--- src/rtl/wbuf_pkg.sv ---
package wbuf_pkg;
  typedef enum logic [1:0] {
    MT_NORMAL = 2'd0,
    MT_DEVICE = 2'd1,
    MT_STRONG = 2'd2
  } mtype_e;

  typedef enum logic {
    BAR_MEM  = 1'b0,
    BAR_SYNC = 1'b1
  } bar_kind_e;
endpackage

--- src/rtl/wbuf_slots.sv ---
module wbuf_slots #(
  parameter int DEPTH  = 4,
  parameter int LINE_W = 29,
  parameter int DATA_W = 64,
  localparam int NB    = DATA_W / 8,
  localparam int PTR_W = (DEPTH > 1) ? $clog2(DEPTH) : 1,
  localparam int CNT_W = $clog2(DEPTH + 1)
) (
  input  logic              clk,
  input  logic              rst,
  input  logic              push,
  input  logic              merge,
  input  logic              pop,
  input  logic              head_issued,
  input  logic [LINE_W-1:0] in_line,
  input  logic [DATA_W-1:0] in_data,
  input  logic [NB-1:0]     in_strb,
  input  logic              in_normal,
  output logic              hit,
  output logic [CNT_W-1:0]  cnt,
  output logic [LINE_W-1:0] head_line,
  output logic [DATA_W-1:0] head_data,
  output logic [NB-1:0]     head_strb
);
  logic [DEPTH-1:0]  vld, nrm, match;
  logic [LINE_W-1:0] line_q [DEPTH];
  logic [DATA_W-1:0] data_q [DEPTH];
  logic [NB-1:0]     strb_q [DEPTH];
  logic [PTR_W-1:0]  head, tail, hit_idx;
  logic [DATA_W-1:0] mrg_data;

  function automatic logic [PTR_W-1:0] step(input logic [PTR_W-1:0] p);
    return (p == PTR_W'(DEPTH - 1)) ? '0 : p + 1'b1;
  endfunction

  for (genvar i = 0; i < DEPTH; i++) begin : g_match
    assign match[i] = vld[i] && nrm[i] && (line_q[i] == in_line) &&
                      !(head_issued && (head == PTR_W'(i)));
  end

  always_comb begin
    hit_idx = '0;
    for (int i = 0; i < DEPTH; i++)
      if (match[i]) hit_idx = PTR_W'(i);
  end

  assign hit = in_normal && (|match);

  for (genvar b = 0; b < NB; b++) begin : g_byte
    assign mrg_data[b*8 +: 8] = in_strb[b] ? in_data[b*8 +: 8]
                                           : data_q[hit_idx][b*8 +: 8];
  end

  always_ff @(posedge clk) begin
    if (rst) begin
      vld  <= '0;
      head <= '0;
      tail <= '0;
      cnt  <= '0;
    end else begin
      if (pop) begin
        vld[head] <= 1'b0;
        head      <= step(head);
      end
      if (push) begin
        vld[tail]    <= 1'b1;
        nrm[tail]    <= in_normal;
        line_q[tail] <= in_line;
        data_q[tail] <= in_data;
        strb_q[tail] <= in_strb;
        tail         <= step(tail);
      end
      if (merge) begin
        data_q[hit_idx] <= mrg_data;
        strb_q[hit_idx] <= strb_q[hit_idx] | in_strb;
      end
      cnt <= cnt + CNT_W'(push) - CNT_W'(pop);
    end
  end

  assign head_line = line_q[head];
  assign head_data = data_q[head];
  assign head_strb = strb_q[head];
endmodule

--- src/rtl/wbuf_drain.sv ---
module wbuf_drain #(
  parameter int LINE_W = 29,
  parameter int DATA_W = 64,
  localparam int NB    = DATA_W / 8
) (
  input  logic              clk,
  input  logic              rst,
  input  logic              have_entry,
  input  logic              strong_req,
  input  logic              bar_block,
  input  logic              bus_ack,
  input  logic [LINE_W-1:0] head_line,
  input  logic [DATA_W-1:0] head_data,
  input  logic [NB-1:0]     head_strb,
  input  logic [LINE_W-1:0] core_line,
  input  logic [DATA_W-1:0] core_data,
  input  logic [NB-1:0]     core_strb,
  output logic              busy,
  output logic              so_phase,
  output logic              pop,
  output logic              so_done,
  output logic              bus_valid,
  output logic [LINE_W-1:0] bus_line,
  output logic [DATA_W-1:0] bus_data,
  output logic [NB-1:0]     bus_strb
);
  logic so_go;

  assign so_go = strong_req && !bar_block && !have_entry && !busy && !so_phase;

  always_ff @(posedge clk) begin
    if (rst) begin
      busy     <= 1'b0;
      so_phase <= 1'b0;
    end else begin
      if (busy && bus_ack)                         busy <= 1'b0;
      else if (!busy && !so_phase && have_entry)   busy <= 1'b1;
      if (so_phase && bus_ack)                     so_phase <= 1'b0;
      else if (so_go)                              so_phase <= 1'b1;
    end
  end

  assign pop       = busy && bus_ack;
  assign so_done   = so_phase && bus_ack;
  assign bus_valid = busy || so_phase;
  assign bus_line  = so_phase ? core_line : head_line;
  assign bus_data  = so_phase ? core_data : head_data;
  assign bus_strb  = so_phase ? core_strb : head_strb;
endmodule

--- src/rtl/wbuf_barrier.sv ---
module wbuf_barrier
  import wbuf_pkg::*;
(
  input  logic clk,
  input  logic rst,
  input  logic bar_req,
  input  logic bar_kind,
  input  logic drained,
  output logic active,
  output logic bar_done,
  output logic mem_hold,
  output logic core_stall
);
  bar_kind_e kind_q;

  always_ff @(posedge clk) begin
    if (rst) begin
      active <= 1'b0;
      kind_q <= BAR_MEM;
    end else if (active && drained) begin
      active <= 1'b0;
    end else if (!active && bar_req) begin
      active <= 1'b1;
      kind_q <= bar_kind_e'(bar_kind);
    end
  end

  assign bar_done   = active && drained;
  assign mem_hold   = active && (kind_q == BAR_MEM);
  assign core_stall = active && (kind_q == BAR_SYNC);
endmodule

--- src/rtl/post_wbuf.sv ---
module post_wbuf
  import wbuf_pkg::*;
#(
  parameter int ADDR_W = 32,
  parameter int DATA_W = 64,
  parameter int DEPTH  = 4,
  localparam int NB     = DATA_W / 8,
  localparam int OFF_W  = $clog2(NB),
  localparam int LINE_W = ADDR_W - OFF_W,
  localparam int CNT_W  = $clog2(DEPTH + 1)
) (
  input  logic              clk,
  input  logic              rst,
  input  logic              wr_valid,
  output logic              wr_ready,
  input  logic [ADDR_W-1:0] wr_addr,
  input  logic [DATA_W-1:0] wr_data,
  input  logic [NB-1:0]     wr_strb,
  input  logic [1:0]        wr_mtype,
  input  logic              bar_req,
  input  logic              bar_kind,
  output logic              bar_done,
  output logic              mem_hold,
  output logic              core_stall,
  output logic              buf_idle,
  output logic              bus_valid,
  input  logic              bus_ack,
  output logic [ADDR_W-1:0] bus_addr,
  output logic [DATA_W-1:0] bus_data,
  output logic [NB-1:0]     bus_strb
);
  logic              is_normal, is_strong, hit, busy, so_phase, pop, so_done;
  logic              push, merge, bar_active, drained;
  logic [CNT_W-1:0]  cnt;
  logic [LINE_W-1:0] in_line, head_line, bus_line;
  logic [DATA_W-1:0] head_data;
  logic [NB-1:0]     head_strb;

  assign in_line   = wr_addr[ADDR_W-1:OFF_W];
  assign is_normal = (wr_mtype == MT_NORMAL);
  assign is_strong = (wr_mtype != MT_NORMAL) && (wr_mtype != MT_DEVICE);

  assign wr_ready = !bar_active &&
                    (is_strong ? so_done : (hit || (cnt < CNT_W'(DEPTH))));
  assign push     = wr_valid && wr_ready && !is_strong && !hit;
  assign merge    = wr_valid && wr_ready && hit;
  assign drained  = (cnt == '0) && !busy && !so_phase;
  assign buf_idle = drained;
  assign bus_addr = {bus_line, {OFF_W{1'b0}}};

  wbuf_slots #(.DEPTH(DEPTH), .LINE_W(LINE_W), .DATA_W(DATA_W)) u_slots (
    .clk(clk), .rst(rst), .push(push), .merge(merge), .pop(pop),
    .head_issued(busy), .in_line(in_line), .in_data(wr_data),
    .in_strb(wr_strb), .in_normal(is_normal), .hit(hit), .cnt(cnt),
    .head_line(head_line), .head_data(head_data), .head_strb(head_strb)
  );

  wbuf_drain #(.LINE_W(LINE_W), .DATA_W(DATA_W)) u_drain (
    .clk(clk), .rst(rst), .have_entry(cnt != '0),
    .strong_req(wr_valid && is_strong), .bar_block(bar_active),
    .bus_ack(bus_ack), .head_line(head_line), .head_data(head_data),
    .head_strb(head_strb), .core_line(in_line), .core_data(wr_data),
    .core_strb(wr_strb), .busy(busy), .so_phase(so_phase), .pop(pop),
    .so_done(so_done), .bus_valid(bus_valid), .bus_line(bus_line),
    .bus_data(bus_data), .bus_strb(bus_strb)
  );

  wbuf_barrier u_bar (
    .clk(clk), .rst(rst), .bar_req(bar_req), .bar_kind(bar_kind),
    .drained(drained), .active(bar_active), .bar_done(bar_done),
    .mem_hold(mem_hold), .core_stall(core_stall)
  );
endmodule

--- config.mk ---
export PLATFORM = sky130hd
export DESIGN_NAME = post_wbuf
export DESIGN_NICKNAME = d
export VERILOG_FILES = /design/src/rtl/wbuf_pkg.sv /design/src/rtl/wbuf_slots.sv /design/src/rtl/wbuf_drain.sv /design/src/rtl/wbuf_barrier.sv /design/src/rtl/post_wbuf.sv
export SDC_FILE = /design/constraint.sdc
export NUM_CORES = 1
export LEC_CHECK = 0
export BUFFER_PORTS_ARGS = -buffer_cell sky130_fd_sc_hd__buf_4
export CAP_MARGIN = 30
export CORE_MARGIN = 2
export CORE_UTILIZATION = 50
export DETAILED_ROUTE_END_ITERATION = 8
export PLACE_DENSITY = 0.73
export REMOVE_ABC_BUFFERS = 1
export SLEW_MARGIN = 20
export SYNTH_ARGS = -nofsm -noshare
export SYNTH_HDL_FRONTEND = slang
export SYNTH_SLANG_ARGS = --single-unit
--- constraint.sdc ---
create_clock -name clk -period 5.55 [get_ports clk]
set_clock_uncertainty 0.05 [all_clocks]
set_input_delay 0.8325 -clock clk [delete_from_list [all_inputs] [get_ports clk]]
set_output_delay 0.8325 -clock clk [all_outputs]
set_load 0.005 [all_outputs]
==> out/results.txt, run 1 <==
status: finished, final reports clean
Arrival @ worst endpoint: 3.27 ns
Final min period: 4.157 ns
CTS tree: done
clk_lat worst skew: 0.57 ns
IO Pins: 222
NumNets Final: 1,465
RSZ-0062 raised after global routing: no
clk sinks: 425
final hold viol count: 0
post-DR wirelength/cell: 23.02 um
Async SR Flop Fraction: 0%
Hold EP: u_slots.data_q[1][30]$_DFFE_PP_
critical path required time: 4.67 ns
Final period util: 74.90%
Lkg Pwr: 7.586 nW
Comb pwr share: 16.8%
I/O Buffers: 215
ANT cells: 0
Seq cells post-synth: 425
Most used DFF post-synth: edfxtp_1
commonest non-fill, non-tap cell in the layout: edfxtp_1
via count: 10,973
final core utilization: 60.70%
root buffer cell: clkbuf_16
Pre-antenna DRT Iters: 5
CTS buffer count: 44
Psw: 1.870 mW
Cell Pwr Density: 348.8 nW/um^2
H-tree depth: 2
vias in the first global route: 11,166
hold depth: 1
Via density: 5.815
Die X: 200.5 um
hold_ws: 0.4217 ns
Post-CTS Setup Inserts: 0
first-pass GRT wire length: 66.06 mm
initial DRC count: 930
Power Internal: 6.141 mW
worst r2r src: u_slots.line_q[1][23]$_DFFE_PP_
pin count of the biggest net entering global routing: 55
Power Total: 8.011 mW
Min-Delay Path Class: primary input to register
Switching Fraction: 23.34%
R2R setup slack: 1.48 ns
Die Height: 200.5 um
hold wc startpoint: wr_data[30]
CTS Hold Bufs: 0
most frequent cells in the layout: edfxtp_1, buf_4, mux2_2
area grow syn2layout: 18.94%
maximum fanout along the worst path: 9
dpl hpwl: 29.32 mm
crit path capture type: output port
R2R cell count: 7
layout cells sized above 1: 39.17%
syn avg cell area: 17.14 sq um
Setup crit start kind: primary input
post_cts resized: 0
WS Path Type: primary input to output port
synthesized cell area: 19,310 sq um
Mapped Cells: 1,127
relative slew slack: 35.88%
final setup violation count: 0
Flop pwr share: 45.9%
Routability Congestion: 0.8877
Antenna Violating Nets Remaining: 0
Clock power frac: 37.3%
CORE AREA: 37,840 sq um
max-slew violations: 0
DRT Wirelength: 43.43 mm
Max Cap Viol: 0
FF-to-FF End: u_slots.data_q[1][18]$_DFFE_PP_
Max Freq: 0.2405 GHz
worst slew pin tran: 0.9553 ns
DRC: 0
worst vdd ir: 0.2618 mV
total gr overflow: 0
Worst-path clk slew: 0.06 ns
fin cells: 1,887
Die Footprint: 40,210 sq um
Bufs on Longest Clock Path: 3
yosys warns: 0
setup TNS: 0 ns
placed insts: 1,800
row count: 71
EDFF count, synth: 408
Synth cell types: 57
GRT Util Overall: 21.56%
initial antenna violation count: 0
Initial Util: 51.03%
Seq/Total Area, Yosys: 65.20%
==> area by class of cell <==
type,instances,area [sq um]
Fill cell,2869,14870
Multi-Input combinational cell,610,6285
Sequential cell,425,12600
Clock buffer,50,1124
Inverter,16,60.06
Tap cell,511,639.4
Clock inverter,30,344.1
Timing Repair Buffer,245,1914
==> Yosys cell counts, drive strengths merged (6+ instances only) <==
master    n  share of area (%)
edfxtp  408                 63
mux2    103                6.0
mux4    101                 12
xnor2    88                4.0
nand2    55                1.2
clkbuf   49               0.95
a21oi    45                1.2
nand4    37                1.3
xor2     30                1.4
buf      29                1.1
nor2     27               0.52
nor4     23               0.78
dfxtp    17                1.8
inv      16               0.31
and3     10               0.32
ha       10               0.65
mux2i     9               0.47
nor3      9               0.23
a211o     8               0.36
nand3     6               0.16
nor2b     6               0.19
==> through the flow <==
stage | cell area, sq um | setup WS, ns
after floorplan | 18920 | -0.4526
after global placement | 21370 | 0.8779
after detailed placement | 21450 | 0.9343
after CTS | 22920 | 1.432
after global routing | 22970 | 1.275
final | 22970 | 1.393
==> state kept, by name, indices dropped and copies added (netlist names), 2 cells and up, named ones only <==
register,count
u_slots.head,2
u_slots.nrm,4
u_slots.vld,4
u_slots.strb_q,32
u_slots.line_q,116
u_slots.tail,2
u_slots.cnt,3
u_slots.data_q,256
==> worst max-delay path by stage <==
stage / start / endpoint / slack [ns]
floorplan: register / bus_addr[10] / -0.45
global placement: wr_addr[26] / u_slots.data_q[1][37]$_DFFE_PP_ / 0.88
detailed placement: wr_addr[24] / u_slots.data_q[0][18]$_DFFE_PP_ / 0.93
CTS: u_slots.line_q[1][23]$_DFFE_PP_ / wr_ready / 1.43
global route: u_slots.line_q[1][23]$_DFFE_PP_ / wr_ready / 1.27
finish: wr_addr[26] / wr_ready / 1.39
==> power by group through the flow <==
stage | combinational, mW | clock (mW) | sequential [mW]
2_1_floorplan | 0.721 | 0 | 3.80
3_3_place_gp | 1.29 | 0 | 3.78
3_5_place_dp | 1.36 | 0 | 3.75
4_1_cts | 1.36 | 3.04 | 3.68
5_1_grt | 1.45 | 3.17 | 3.69
6_report | 1.34 | 2.99 | 3.68
==> cells by family (layout without fill, tap and decap cells) <==
logic type | count (synthesis) | in the layout | synth area share, %
AOI/OAI and AO/OA | 74 | 74 | 2.540
xor gates and xnor gates | 118 | 118 | 5.429
adders and majority gates | 11 | 11 | 0.7515
buffers and inverters | 94 | 341 | 2.378
DFF | 425 | 425 | 65.20
muxes | 213 | 213 | 18.25
other | 1 | 3 | 0.01942
and+or+nand+nor | 191 | 191 | 5.429
==> worst max-delay path, stage by stage <==
cell and delay (ns):
buf_4 0.15, xnor2_1 0.42, nand4_1 0.21, nor4_1 0.55, nand3_1 0.31, a41o_1 0.33, a221oi_1 0.29, buf_4 0.17
==> per-layer routing <==
metal | vias to the layer above | track usage (%) | wire length, um
met1 | 5539 | 29.85 | 18350
met3 | 66 | 5.049 | 3423
met5 | - | 0 | 0
li1 | 4892 | - | -
met2 | 476 | 33.94 | 20490
met4 | 0 | 7.275 | 1171
Note: power is estimated with default switching activity, not from simulation.
==> inputs of run 2 (changes only) <==
- ABC_AREA: not set -> 1
- PLACE_DENSITY: 0.73 -> 0.75
- clock period: 5.55 -> 3.6 ns (I/O delays scaled with it)
==> run 2 against run 1 <==
  * Sequential cell count unchanged
  * Non-clock buffer count rose by 36
  * First-iteration DRC count is 79% higher
  * Register-to-register slack worse by 1.2 ns
  * Routed wire length grew 40%
  * Setup slack got worse by 1.1 ns
  * Global-route usage rose by 6.6 points
  * Critical path depth is 14 higher
  * Final area rose by 7.2%
  * Sequential power up 52%
  * Utilization down 0.25 points
  * Critical endpoint is now u_slots.data_q[0][41]$_DFFE_PP_
==> out/results.txt, run 2 <==
final instance area: 24,620 sq um (+7.2%)
final setup violation count: 0 (unchanged)
Antenna Violating Nets Remaining: 0 (unchanged)
setup TNS: 0 ns (unchanged)
DP Area: 23,140 sq um (+7.9%)
dpl ws: 0.03753 ns (-0.8968 ns)
Buf/Inv on CP: 2 (unchanged)
Max Freq: 0.3010 GHz
WS Path Type: register to register
worst slew pin tran: 0.9413 ns (-0.01400 ns)
Switching Fraction: 29.72% (+6.4 points)
Die Footprint: 42,830 sq um (+6.5%)
relative slew slack: 37.25% (+1.4 points)
dpl hpwl: 41.45 mm (+41%)
via count: 16,868 (+54%)
pin count of the biggest net entering global routing: 137 (+150%)
IO Pins: 222 (unchanged)
Top Registers: u_slots.data_q x256, u_slots.line_q x116, u_slots.strb_q x32
CTS tree: done
Pre-antenna DRT Iters: 5 (unchanged)
GRT Util Overall: 28.20% (+6.6 points)
clk_lat worst skew: 0.59 ns (+0.02 ns)
Synth cell types: 43 (-25%)
total gr overflow: 0 (unchanged)
post-DR wirelength/cell: 20.12 um (-13%)
Worst path max stage delay: 0.38 ns (-0.17 ns)
DRC: 0 (unchanged)
area grow syn2layout: 19.55%
clk sinks: 425 (unchanged)
most frequent cells in the layout: nor2_1, nand2_1, edfxtp_1
RSZ-0062 raised after global routing: no
Lkg Pwr: 9.884 nW (+30%)
CP cell instances: inv_1 -> ha_1 -> nand2_1 -> nand2_1 -> nor2_1 -> nand2_1 -> nor2_1 -> nand2_1 -> nor2_2 -> nor2_1 -> nand2_2 -> nand2_2 -> nand2_2 -> nand3_4 -> nor2_4 -> o41ai_1 -> nand2_1 -> nand2_1 -> nand2_2 -> nand2_4 -> nor2_1 -> buf_4
Power Total: 13.61 mW (+70%)
FF+latch area: 12,600 sq um (about the same)
Seq cells post-synth: 425 (unchanged)
Bufs on Longest Clock Path: 3 (unchanged)
final hold viol count: 0 (unchanged)
fin worst setup slack: 0.2778 ns (-1.115 ns)
largest area contributor in the netlist: edfxtp_1
initial antenna violation count: 1 (+1)
Seq/Total Area, Yosys: 61.13% (-4.1 points)
Final period util: 92.28%
Min-Delay Path Class: primary input to register
fin cells: 3,030 (+61%)
CORE AREA: 40,740 sq um (+7.7%)
family with the most delay on the worst path: simple AND/OR/NAND/NOR gates
Most used DFF post-synth: edfxtp_1
Psw: 4.045 mW (+120%)
initial DRC count: 1,665 (+79%)
layout cells sized above 1: 16.22% (-23 points)
EDFF count, synth: 408 (unchanged)
max-slew violations: 0 (unchanged)
Initial Util: 50.56% (-0.47 points)
Mapped Cells: 2,232 (+98%)
Largest Register: u_slots.data_q
critical path required time: 3.83 ns (-0.84 ns)
Clock power frac: 33.7% (-3.6 points)
Power Internal: 9.566 mW (+56%)
Async SR Flop Fraction: 0% (unchanged)
Worst-path clk slew: 0.06 ns (about the same)
Multi-input gate area: 6938 sq um (+10%)
Die X: 207.0 um (+3.2%)
placed insts: 2,947 (+64%)
worst vdd ir: 0.4327 mV (+65%)
yosys warns: 0 (unchanged)
root buffer cell: clkbuf_16
vias in the first global route: 16,023 (+43%)
final core utilization: 60.45% (-0.25 points)
CTS buffer count: 45 (+2.3%)
Die Height: 207.0 um (+3.2%)
DRT Wirelength: 60.97 mm (+40%)
H-tree depth: 2 (unchanged)
crit path capture type: register
Via density: 5.567 (-4.3%)
NumNets Final: 2,585 (+76%)
hold_ws: 0.1078 ns (-0.3139 ns)
top cell type's share of synthesized area: 59.48% (-4.0 points)
Routability Congestion: 0.9852 (+11%)
synthesized cell area: 20,600 sq um (+6.7%)
Comb pwr share: 25.2% (+8.4 points)
Final min period: 3.322 ns
status: finished, final reports clean
CP dominant cell by count: nand2_1
Layout fillers: 3,392 (+18%)
critical path's slowest cell: dfxtp_1
maximum fanout along the worst path: 8 (-1)
Setup crit start kind: register
row count: 74 (+4.2%)
Max Cap Viol: 0 (unchanged)
I/O Buffers: 215 (unchanged)
Commonest cells post-synth: nor2_1, nand2_1, edfxtp_1
synth top area cells: edfxtp_1, nor2_1, nand2_1, o21ai_0, a31oi_1
commonest non-fill, non-tap cell in the layout: nor2_1
first-pass GRT wire length: 91.13 mm (+38%)
CTS Hold Bufs: 0 (unchanged)
Cell Pwr Density: 552.8 nW/um^2 (+58%)
Flop pwr share: 41.1% (-4.8 points)
cell with the most instances after synthesis: nor2_1
Arrival @ worst endpoint: 3.55 ns (+0.28 ns)
syn avg cell area: 9.228 sq um (-46%)
max reg flops: 256 (unchanged)
## run 2: cell count changes after synthesis, moves of 21 or more
cell and change:
a21oi_1 +52, a31oi_1 +99, clkbuf_1 +27, inv_1 +141, inv_2 +26, mux2_2 -102
mux4_2 -101, nand2_1 +364, nor2_1 +513, nor4_1 -22, o21ai_0 +236, xnor2_1 -83
xor2_1 -21
## run 2: final timing paths
| check | start | to | slack [ns] | cells after the start |
|---|---|---|---|---|
| min reg2reg | u_slots.vld[0]$_SDFF_PP0_ | u_slots.vld[0]$_SDFF_PP0_ | 0.44 | 2 |
| max reg2reg | u_slots.head[0]$_SDFFE_PP0P_ | u_slots.data_q[0][41]$_DFFE_PP_ | 0.28 | 22 |
| max | u_slots.head[0]$_SDFFE_PP0P_ | u_slots.data_q[0][41]$_DFFE_PP_ | 0.28 | 22 |
| min | wr_data[14] | u_slots.data_q[2][14]$_DFFE_PP_ | 0.11 | 1 |
## run 2: cells by family after synthesis
family	share of synthesized area [%]
AND/OR/NAND/NOR	19.98
AO/OA/AOI/OAI	12.33
flip-flops	61.13
buffers and inverters	5.327
XOR/XNOR	0.5103
adder cells (fa/ha/maj)	0.7047
other	0.01821
## run 2: worst reg2reg max path, cell delays in order (launching register included)
cell	delay (ns)
dfxtp_1	0.38
inv_1	0.10
ha_1	0.21
nand2_1	0.17
nand2_1	0.08
nor2_1	0.11
nand2_1	0.07
nor2_1	0.08
nand2_1	0.07
nor2_2	0.17
nor2_1	0.09
nand2_2	0.09
nand2_2	0.08
nand2_2	0.08
nand3_4	0.14
nor2_4	0.15
o41ai_1	0.13
nand2_1	0.12
nand2_1	0.06
nand2_2	0.13
nand2_4	0.14
nor2_1	0.12
buf_4	0.20
## run 2: layout make-up
type                            instances  area share [%]
Timing Repair Buffer                  281           9.171
Multi-Input combinational cell       1523           28.17
Clock inverter                         25           1.108
Sequential cell                       425           51.17
Inverter                              186           2.871
Antenna cell                            1         0.01016
Clock buffer                           57           4.796
Tap cell                              532           2.703
## run 2: repair_timing
action | in CTS | in global routing
setup endpoints to repair | 0 | 152
gates resized for setup | 0 | 6
setup buffers | 0 | 0
## run 2: power groups by stage
stage          Combinational (mW)  Clock, mW  Sequential, mW
2_1_floorplan                1.56          0            5.81
3_3_place_gp                 3.36          0            5.69
3_5_place_dp                 3.42          0            5.70
4_1_cts                      3.44       4.64            5.59
5_1_grt                      3.76       4.82            5.60
6_report                     3.43       4.59            5.60
## run 2: per-layer routing
layer	wire length, um	track usage (%)
met1	25120	38.55
met2	28890	46.42
met3	5506	5.024
met4	1457	7.953
met5	0	0
